==> src/rtl/dec_rst_pkg.sv <==
package dec_rst_pkg;

   typedef enum logic [1:0] {
      RS_IDLE  = 2'd0,
      RS_DRAIN = 2'd1,
      RS_READY = 2'd2
   } rst_state_e;

   // count registers
   localparam int NUM_CNT   = 4;
   localparam int CNT_BITS  = 0;
   localparam int CNT_INPUT = 1;
   localparam int CNT_HDR   = 2;
   localparam int CNT_RL    = 3;
   localparam logic [NUM_CNT-1:0] CNT_DOWN_MASK = 4'b0010;

   // register word addresses
   localparam int unsigned A_CMD  = 0;
   localparam int unsigned A_STAT = 1;
   localparam int unsigned A_CTRL = 2;
   localparam int unsigned A_IEN  = 3;
   localparam int unsigned A_CNT0 = 4;
   localparam int unsigned NUM_REGS = A_CNT0 + NUM_CNT;

   // status bit positions
   localparam int ST_CMD_DONE = 0;
   localparam int ST_IN_DONE  = 1;
   localparam int ST_EVT0     = 2;

endpackage

==> src/rtl/dec_cnt_reg.sv <==
module dec_cnt_reg #(
   parameter int W    = 16,
   parameter bit DOWN = 1'b0
) (
   input  logic         clk,
   input  logic         rst_n,
   input  logic         clr,
   input  logic         ld,
   input  logic [W-1:0] ld_val,
   input  logic         step,
   output logic [W-1:0] q,
   output logic         reach_zero
);

   logic [W-1:0] q_step;

   generate
      if (DOWN) begin : g_down
         always_comb begin
            q_step     = (q != '0) ? q - W'(1) : q;
            reach_zero = step && !ld && !clr && (q == W'(1));
         end

         assert_count_down_R10: assert property (@(posedge clk) disable iff (!rst_n)
            (step && !ld && !clr && q != '0) |=> (q == $past(q) - W'(1)));
      end else begin : g_up
         always_comb begin
            q_step     = q + W'(1);
            reach_zero = 1'b0;
         end
      end
   endgenerate

   always_ff @(posedge clk or negedge rst_n) begin
      if (!rst_n) begin
         q <= '0;
      end else if (clr) begin
         q <= '0;
      end else if (ld) begin
         q <= ld_val;
      end else if (step) begin
         q <= q_step;
      end
   end

   assert_clear_zero_R6: assert property (@(posedge clk) disable iff (!rst_n)
      clr |=> (q == '0));

endmodule

==> src/rtl/dec_dma_gate.sv <==
module dec_dma_gate #(
   parameter int N = 2
) (
   input  logic         clk,
   input  logic         rst_n,
   input  logic         block,
   input  logic [N-1:0] req,
   input  logic [N-1:0] busy,
   output logic [N-1:0] grant,
   output logic         active
);

   logic [N-1:0] started_q;
   logic [N-1:0] inflight;

   generate
      for (genvar i = 0; i < N; i++) begin : g_ch
         assign grant[i] = req[i] & ~block;

         // covers the gap between grant and the master raising busy
         always_ff @(posedge clk or negedge rst_n) begin
            if (!rst_n) started_q[i] <= 1'b0;
            else        started_q[i] <= grant[i];
         end

         assign inflight[i] = busy[i] | started_q[i];
      end
   endgenerate

   // a grant issued this cycle counts as a burst already started
   assign active = (|inflight) | (|grant);

endmodule

==> src/rtl/dec_rst_fsm.sv <==
module dec_rst_fsm
   import dec_rst_pkg::*;
(
   input  logic       clk,
   input  logic       rst_n,
   input  logic       rst_cmd,
   input  logic       dma_active,
   output rst_state_e state,
   output logic       block,
   output logic       ready,
   output logic       soft_clr
);

   rst_state_e state_nx;

   always_comb begin
      state_nx = state;
      unique case (state)
         RS_IDLE:  if (rst_cmd) state_nx = dma_active ? RS_DRAIN : RS_READY;
         RS_DRAIN: if (!dma_active) state_nx = RS_READY;
         RS_READY: state_nx = RS_IDLE;
         default:  state_nx = RS_IDLE;
      endcase
   end

   always_ff @(posedge clk or negedge rst_n) begin
      if (!rst_n) state <= RS_IDLE;
      else        state <= state_nx;
   end

   assign block    = (state != RS_IDLE);
   assign ready    = (state == RS_READY);
   assign soft_clr = ready;

   assert_ready_pulse_R4: assert property (@(posedge clk) disable iff (!rst_n)
      ready |=> !ready);

   assert_wait_drain_R2: assert property (@(posedge clk) disable iff (!rst_n)
      (state == RS_DRAIN && dma_active) |=> !ready);

   assert_fast_ready_R5: assert property (@(posedge clk) disable iff (!rst_n)
      (state == RS_IDLE && rst_cmd && !dma_active) |=> ready);

endmodule

==> src/rtl/dec_status_reg.sv <==
module dec_status_reg
   import dec_rst_pkg::*;
#(
   parameter int N_EVT = 4,
   localparam int W    = ST_EVT0 + N_EVT
) (
   input  logic             clk,
   input  logic             rst_n,
   input  logic             clr,
   input  logic             cmd_issue,
   input  logic             done_set,
   input  logic             in_done_set,
   input  logic [N_EVT-1:0] evt,
   input  logic             w1c_we,
   input  logic [W-1:0]     w1c_data,
   output logic [W-1:0]     q
);

   logic [W-1:0] set_vec;
   logic [W-1:0] clr_mask;
   logic [W-1:0] q_nx;

   always_comb begin
      set_vec              = '0;
      set_vec[ST_IN_DONE]  = in_done_set;
      set_vec[W-1:ST_EVT0] = evt;

      clr_mask              = w1c_we ? w1c_data : '0;
      clr_mask[ST_CMD_DONE] = 1'b0;

      if (clr) begin
         q_nx = W'(1);
      end else begin
         q_nx = (q & ~clr_mask) | set_vec;
         if (cmd_issue)     q_nx[ST_CMD_DONE] = 1'b0;
         else if (done_set) q_nx[ST_CMD_DONE] = 1'b1;
         else               q_nx[ST_CMD_DONE] = q[ST_CMD_DONE];
      end
   end

   always_ff @(posedge clk or negedge rst_n) begin
      if (!rst_n) q <= W'(1);
      else        q <= q_nx;
   end

   assert_after_clear_R7: assert property (@(posedge clk) disable iff (!rst_n)
      clr |=> (q == W'(1)));

   assert_done_sticky_R9: assert property (@(posedge clk) disable iff (!rst_n)
      (!clr && !cmd_issue && q[ST_CMD_DONE]) |=> q[ST_CMD_DONE]);

   assert_no_in_done_R11: assert property (@(posedge clk) disable iff (!rst_n)
      clr |=> !q[ST_IN_DONE]);

   assert_w1c_R8: assert property (@(posedge clk) disable iff (!rst_n)
      (w1c_we && !clr) |=>
         ((q[W-1:1] & $past(w1c_data[W-1:1] & ~set_vec[W-1:1])) == '0));

   assert_evt_set_R12: assert property (@(posedge clk) disable iff (!rst_n)
      (!clr && evt != '0) |=> ((q[W-1:ST_EVT0] & $past(evt)) == $past(evt)));

endmodule

==> src/rtl/dec_reset_ctrl.sv <==
module dec_reset_ctrl
   import dec_rst_pkg::*;
#(
   parameter int              DW       = 32,
   parameter int              AW       = 3,
   parameter int              N_DMA    = 2,
   parameter int              N_EVT    = 4,
   parameter int              CNT_W    = 16,
   parameter int              CTRL_W   = 32,
   parameter int              CMD_W    = 4,
   parameter logic [CMD_W-1:0] RST_CODE = 4'h7
) (
   input  logic             clk,
   input  logic             rst_n,
   input  logic             cpu_we,
   input  logic [AW-1:0]    cpu_waddr,
   input  logic [DW-1:0]    cpu_wdata,
   input  logic [AW-1:0]    cpu_raddr,
   output logic [DW-1:0]    cpu_rdata,
   input  logic [N_DMA-1:0] dma_req,
   input  logic [N_DMA-1:0] dma_busy,
   output logic [N_DMA-1:0] dma_grant,
   input  logic             cmd_done_in,
   input  logic [3:0]       cnt_step,
   input  logic [N_EVT-1:0] stat_evt,
   output logic             ready_to_reset,
   output logic             engine_clear,
   output logic             irq
);

   localparam int STAT_W = ST_EVT0 + N_EVT;

   // elaboration-time parameter checks
   generate
      if (N_DMA < 1) begin : g_err_dma
         $error("dec_reset_ctrl: N_DMA must be at least 1");
      end
      if ((1 << AW) < NUM_REGS) begin : g_err_aw
         $error("dec_reset_ctrl: AW too small for the register map");
      end
      if (STAT_W > DW || CNT_W > DW || CTRL_W > DW || CMD_W > DW) begin : g_err_dw
         $error("dec_reset_ctrl: a register is wider than DW");
      end
      if (N_EVT < 1) begin : g_err_evt
         $error("dec_reset_ctrl: N_EVT must be at least 1");
      end
   endgenerate

   rst_state_e         fsm_state;
   logic               gate_block;
   logic               dma_active;
   logic               soft_clr;
   logic               fsm_ready;

   logic               wr_cmd, wr_stat, wr_ctrl, wr_ien;
   logic               cmd_accept, rst_cmd, cmd_issue;
   logic [CMD_W-1:0]   cmd_q;
   logic [CTRL_W-1:0]  ctrl_q;
   logic [STAT_W-1:0]  ien_q;
   logic [STAT_W-1:0]  stat_q;
   logic [CNT_W-1:0]   cnt_q   [NUM_CNT];
   logic [NUM_CNT-1:0] cnt_zero;
   logic [NUM_CNT-1:0] cnt_ld;

   // ---------------- write decode ----------------
   assign wr_cmd  = cpu_we && (cpu_waddr == AW'(A_CMD));
   assign wr_stat = cpu_we && (cpu_waddr == AW'(A_STAT));
   assign wr_ctrl = cpu_we && (cpu_waddr == AW'(A_CTRL));
   assign wr_ien  = cpu_we && (cpu_waddr == AW'(A_IEN));

   // commands only take effect while no reset is underway
   assign cmd_accept = wr_cmd && (fsm_state == RS_IDLE);
   assign rst_cmd    = cmd_accept && (cpu_wdata[CMD_W-1:0] == RST_CODE);
   assign cmd_issue  = cmd_accept;

   // ---------------- DMA gating ----------------
   dec_dma_gate #(.N(N_DMA)) u_gate (
      .clk    (clk),
      .rst_n  (rst_n),
      .block  (gate_block),
      .req    (dma_req),
      .busy   (dma_busy),
      .grant  (dma_grant),
      .active (dma_active)
   );

   // ---------------- reset sequencer ----------------
   dec_rst_fsm u_fsm (
      .clk        (clk),
      .rst_n      (rst_n),
      .rst_cmd    (rst_cmd),
      .dma_active (dma_active),
      .state      (fsm_state),
      .block      (gate_block),
      .ready      (fsm_ready),
      .soft_clr   (soft_clr)
   );

   assign ready_to_reset = fsm_ready;
   assign engine_clear   = soft_clr;

   // ---------------- plain registers ----------------
   always_ff @(posedge clk or negedge rst_n) begin
      if (!rst_n) begin
         cmd_q  <= '0;
         ctrl_q <= '0;
      end else if (soft_clr) begin
         cmd_q  <= '0;
         ctrl_q <= '0;
      end else begin
         if (cmd_accept) cmd_q  <= cpu_wdata[CMD_W-1:0];
         if (wr_ctrl)    ctrl_q <= cpu_wdata[CTRL_W-1:0];
      end
   end

   // interrupt enable survives soft reset
   always_ff @(posedge clk or negedge rst_n) begin
      if (!rst_n)      ien_q <= '0;
      else if (wr_ien) ien_q <= cpu_wdata[STAT_W-1:0];
   end

   // ---------------- count registers ----------------
   generate
      for (genvar i = 0; i < NUM_CNT; i++) begin : g_cnt
         assign cnt_ld[i] = cpu_we && (cpu_waddr == AW'(A_CNT0 + i));

         dec_cnt_reg #(
            .W    (CNT_W),
            .DOWN (CNT_DOWN_MASK[i])
         ) u_cnt (
            .clk        (clk),
            .rst_n      (rst_n),
            .clr        (soft_clr),
            .ld         (cnt_ld[i]),
            .ld_val     (cpu_wdata[CNT_W-1:0]),
            .step       (cnt_step[i]),
            .q          (cnt_q[i]),
            .reach_zero (cnt_zero[i])
         );
      end
   endgenerate

   // ---------------- status ----------------
   dec_status_reg #(.N_EVT(N_EVT)) u_stat (
      .clk         (clk),
      .rst_n       (rst_n),
      .clr         (soft_clr),
      .cmd_issue   (cmd_issue),
      .done_set    (cmd_done_in),
      .in_done_set (cnt_zero[CNT_INPUT]),
      .evt         (stat_evt),
      .w1c_we      (wr_stat),
      .w1c_data    (cpu_wdata[STAT_W-1:0]),
      .q           (stat_q)
   );

   assign irq = (|(stat_q & ien_q)) | fsm_ready;

   // ---------------- read mux ----------------
   always_comb begin
      cpu_rdata = '0;
      if (cpu_raddr == AW'(A_CMD))  cpu_rdata[CMD_W-1:0]  = cmd_q;
      if (cpu_raddr == AW'(A_STAT)) cpu_rdata[STAT_W-1:0] = stat_q;
      if (cpu_raddr == AW'(A_CTRL)) cpu_rdata[CTRL_W-1:0] = ctrl_q;
      if (cpu_raddr == AW'(A_IEN))  cpu_rdata[STAT_W-1:0] = ien_q;
      for (int i = 0; i < NUM_CNT; i++) begin
         if (cpu_raddr == AW'(A_CNT0 + i)) cpu_rdata[CNT_W-1:0] = cnt_q[i];
      end
   end

   // ---------------- assertions ----------------
   assert_irq_on_ready_R4: assert property (@(posedge clk) disable iff (!rst_n)
      ready_to_reset |-> (irq && engine_clear));

   assert_no_grant_ready_R3: assert property (@(posedge clk) disable iff (!rst_n)
      ready_to_reset |-> (dma_grant == '0));

   assert_cmd_refused_R3: assert property (@(posedge clk) disable iff (!rst_n)
      rst_cmd |=> (dma_grant == '0));

   assert_regs_zero_R6: assert property (@(posedge clk) disable iff (!rst_n)
      soft_clr |=> (cmd_q == '0 && ctrl_q == '0));

endmodule

==> config.mk <==
export PLATFORM = sky130hd
export DESIGN_NAME = dec_reset_ctrl
export DESIGN_NICKNAME = d
export VERILOG_FILES = /design/src/rtl/dec_rst_pkg.sv /design/src/rtl/dec_cnt_reg.sv /design/src/rtl/dec_dma_gate.sv /design/src/rtl/dec_rst_fsm.sv /design/src/rtl/dec_status_reg.sv /design/src/rtl/dec_reset_ctrl.sv
export SDC_FILE = /design/constraint.sdc
export NUM_CORES = 1
export LEC_CHECK = 0
export ABC_AREA = 1
export BUFFER_PORTS_ARGS = -buffer_cell sky130_fd_sc_hd__buf_2
export CORE_ASPECT_RATIO = 1.4
export CORE_MARGIN = 3
export CORE_UTILIZATION = 60
export DETAILED_ROUTE_END_ITERATION = 16
export GPL_TIMING_DRIVEN = 0
export PLACE_DENSITY = 0.91
export REMOVE_ABC_BUFFERS = 1
export SLEW_MARGIN = 20
export SYNTH_ARGS = -nofsm -noshare
export SYNTH_HDL_FRONTEND = slang
export SYNTH_SLANG_ARGS = --single-unit
==> constraint.sdc <==
create_clock -name clk -period 4.5 [get_ports clk]
set_input_delay 0.9 -clock clk [delete_from_list [all_inputs] [get_ports clk]]
set_output_delay 0.9 -clock clk [all_outputs]
set_load 0.05 [all_outputs]
==> results.yml <==
yosys:
  syn_area_per_cell_um2: 6.88
  synth_edf_count: 0
  synthAdderAreaFrac_pct: 0.802
  synth.area.mux_share_pct: 0
  async_reset_ff_share_pct: 100
  netlist_instances: 1134
  synth-compound-area-share_pct: 14.7
  netlist-cell-type-count: 42
  syn-cell-area_mm2: 0.00780
  synth_top_family_by_area: "simple AND/OR/NAND/NOR gates"
  ys.flop_type: "dfrtp_1"
  synth_common_cells: "nand2_1, inv_1, dfrtp_1, nor2_1, nand3_1"
  synth-xor-area-share_pct: 1.91
  synth-simple-area-share_pct: 35.3
  synthTopCellsByArea: "dfrtp_1, nand2_1, nand3_1, inv_1, o21ai_0"
  ys_seq_elements: 116
  synth_top_area_share_pct: 36.9
  yosysMostFrequentCell: "nand2_1"
  yosysSeqAreaShare_pct: 37.2
  ys.warnings.count: 0
  yosysTopAreaCell: "dfrtp_1"
floorplanning:
  start_util_pct: 62.2
  io_pins: 91
  dieHeight_um: 141
  fp.dieW_um: 102
  core-area_mm2: 0.0126
  die-area_mm2: 0.0144
  placementRows: 48
clocking:
  tritoncts: "yes"
  clock_sinks: 116
  clk_pin_slew_ps: 60
  cts.repair.resized: 0
  cts-root-buf: "clkbuf_16"
  htreeDepth: 4
  hold_buffers: 0
  cts_setup_buffers: 0
  cts_buffer_depth: 2
  insertion_delay_ps: 430
  cts_inserted_buffers: 17
drt:
  drtPass1Iterations: 6
  ant_nets: 0
  wirelength_mm: 24.1
  vias_per_cell: 6.05
  drtIter0Drc: 940
  dr_total_vias: 8254
  wl_per_cell_um: 17.6
  route.detailed.drc: 0
critical_path:
  crit_required_ps: 3600
  r2r_start: "u_fsm.state[0]"
  arrival_ps: 3050
  crit_path_max_fanout: 28
  reg2reg_slack_ps: 1660
  crit_path_start_kind: "primary input"
  worstReg2RegEnd: "g_cnt[2].u_cnt.q[3]"
  cp-end-kind: "output pin"
  r2r_cells: 6
  critPathKind: "primary input to output pin"
global_route:
  grt_pass1_vias: 7756
  grt_max_degree: 77
  grt_usage_pct: 33.9
  grt_pass1_wl_mm: 38.1
  use_met2_pct: 55.9
  antenna_found_initial: 0
  use_met1_pct: 40.8
  gr-total-overflow: 0
  grt.met3_usage_pct: 7.08
  grt_busiest_layer: "met2"
run:
  drv_cap: 0
cells_and_area:
  syn2layout_area_growth_pct: 12.7
  seq_area_mm2: 0.00290
  drive_above_1_share_pct: 15.4
  diodes: 0
  fin_nets: 1261
  n_fill_cell: 1061
  final_core_util_pct: 70.1
  multi_input_area_mm2: 0.00411
timing:
  final.min_clock_period_ps: 3950
  tightest_slew_ps: 876
  fin_setup_tns_ps: 0
  clock_skew_ps: 8.91
  rsz0062_at_grt: "no"
  fin_worst_hold_slack_ps: 375
  max_freq_mhz: 253
  maxSlewHeadroom_pct: 41.2
  period_share_pct: 87.8
  finalMaxSlewViolations: 0
  setup_viol: 0
  hold_viol: 0
worst_hold_path:
  hold_path.class: "primary input to asynchronous set/reset pin"
pwr:
  combPwrFrac_pct: 29.8
  sw_frac_of_total_pct: 40.3
  powerDensity_mw_per_mm2: 480
  vdd_ir_drop_max_mv: 0.282
  power.switching_mw: 1.70
  leakagePower_nw: 4.39
  clockPowerShare_pct: 32.2
  p_seq_share_pct: 38.0
  p_int_mw: 2.52
outcome:
  status: "finished, final reports clean"
placed_design:
  routabilityCongestion: 0.969
  hpwl_mm: 16.8
  numPortBuffers: 90
## cell type report
class | instances | area share, %
well taps | 150 | 2.13
multi-input cells | 837 | 46.8
clock inverters | 14 | 1.76
repair buffers | 91 | 5.50
clock buffers | 18 | 4.88
flip-flops and latches | 116 | 33.0
inverters | 139 | 5.96
## cells in the final DEF, fill, tap and decap left out, types with 2 or more instances in the layout
cell type	instances
o21ai_1	13
bufinv_16	2
clkinv_2	2
nand2_1	324
clkbuf_16	17
clkinv_4	3
inv_2	13
ha_1	5
a21oi_2	7
nor2_4	4
o21bai_1	5
a21oi_1	58
o211ai_2	2
o22ai_1	11
dfrtp_1	115
clkinvlp_4	4
xor2_1	17
nand3_4	2
nor2_1	114
buf_2	89
nand3_2	13
o31ai_1	3
nand2_2	3
o211ai_1	12
inv_6	2
nor2_2	7
nand4_1	23
nor2_8	3
o21ai_0	88
nand3_1	109
inv_1	124
nand2_4	5
## kinds of logic after synthesis
logic type / after synthesis
simple gates: 612
compound gates: 203
buf+inv: 181
flops: 116
xor+xnor: 17
fa+ha+maj: 5
## worst max path at each step
| stage | from | endpoint | slack (ps) | depth (start not counted) |
|---|---|---|---|---|
| global route | cpu_raddr[2] | cpu_rdata[7] | 320 | 7 |
| CTS | cpu_raddr[2] | cpu_rdata[7] | 630 | 7 |
| finish | cpu_raddr[2] | cpu_rdata[15] | 550 | 7 |
| detailed placement | cpu_raddr[2] | cpu_rdata[7] | 630 | 7 |
| global placement | cpu_raddr[2] | cpu_rdata[7] | 670 | 7 |
| floorplan | cpu_raddr[2] | cpu_rdata[16] | 1320 | 3 |
## state kept, by name, summed over array words and instances, names as in the netlist
name and cells:
u_fsm.state 2, ien_q 6, u_stat.q 6, u_gate.started_q 2, g_cnt.u_cnt.q 64, cmd_q 4, ctrl_q 32
## worst max-delay path: stages
cell     delay [ps]
buf_2           180
inv_1           370
nand3_2         570
o22ai_1         500
a21oi_1         140
nand3_1         110
buf_2           260
## metal layers
layer,share of wire [%],up-vias
met3,10,119
li1,-,3810
met1,36,3786
met5,0,-
met2,48,539
met4,5.6,0
## power by group through the flow
stage	registers [mW]	logic [mW]	clock network [mW]
floorplan	1.51	0.939	0
global placement	1.60	1.19	0
detailed placement	1.60	1.23	0
CTS	1.59	1.24	1.36
global route	1.63	1.42	1.40
finish	1.61	1.26	1.36
## stage by stage
stage	instance area [µm²]	instances	power [mW]	worst slack (ps)
global route	8800	1365	4.45	324
floorplan	7540	1092	2.45	1320
global placement	8180	1332	2.79	669
detailed placement	8210	1333	2.83	633
CTS	8800	1365	4.19	628
finish	8800	1365	4.22	550
(Power assumes the default switching activity.)
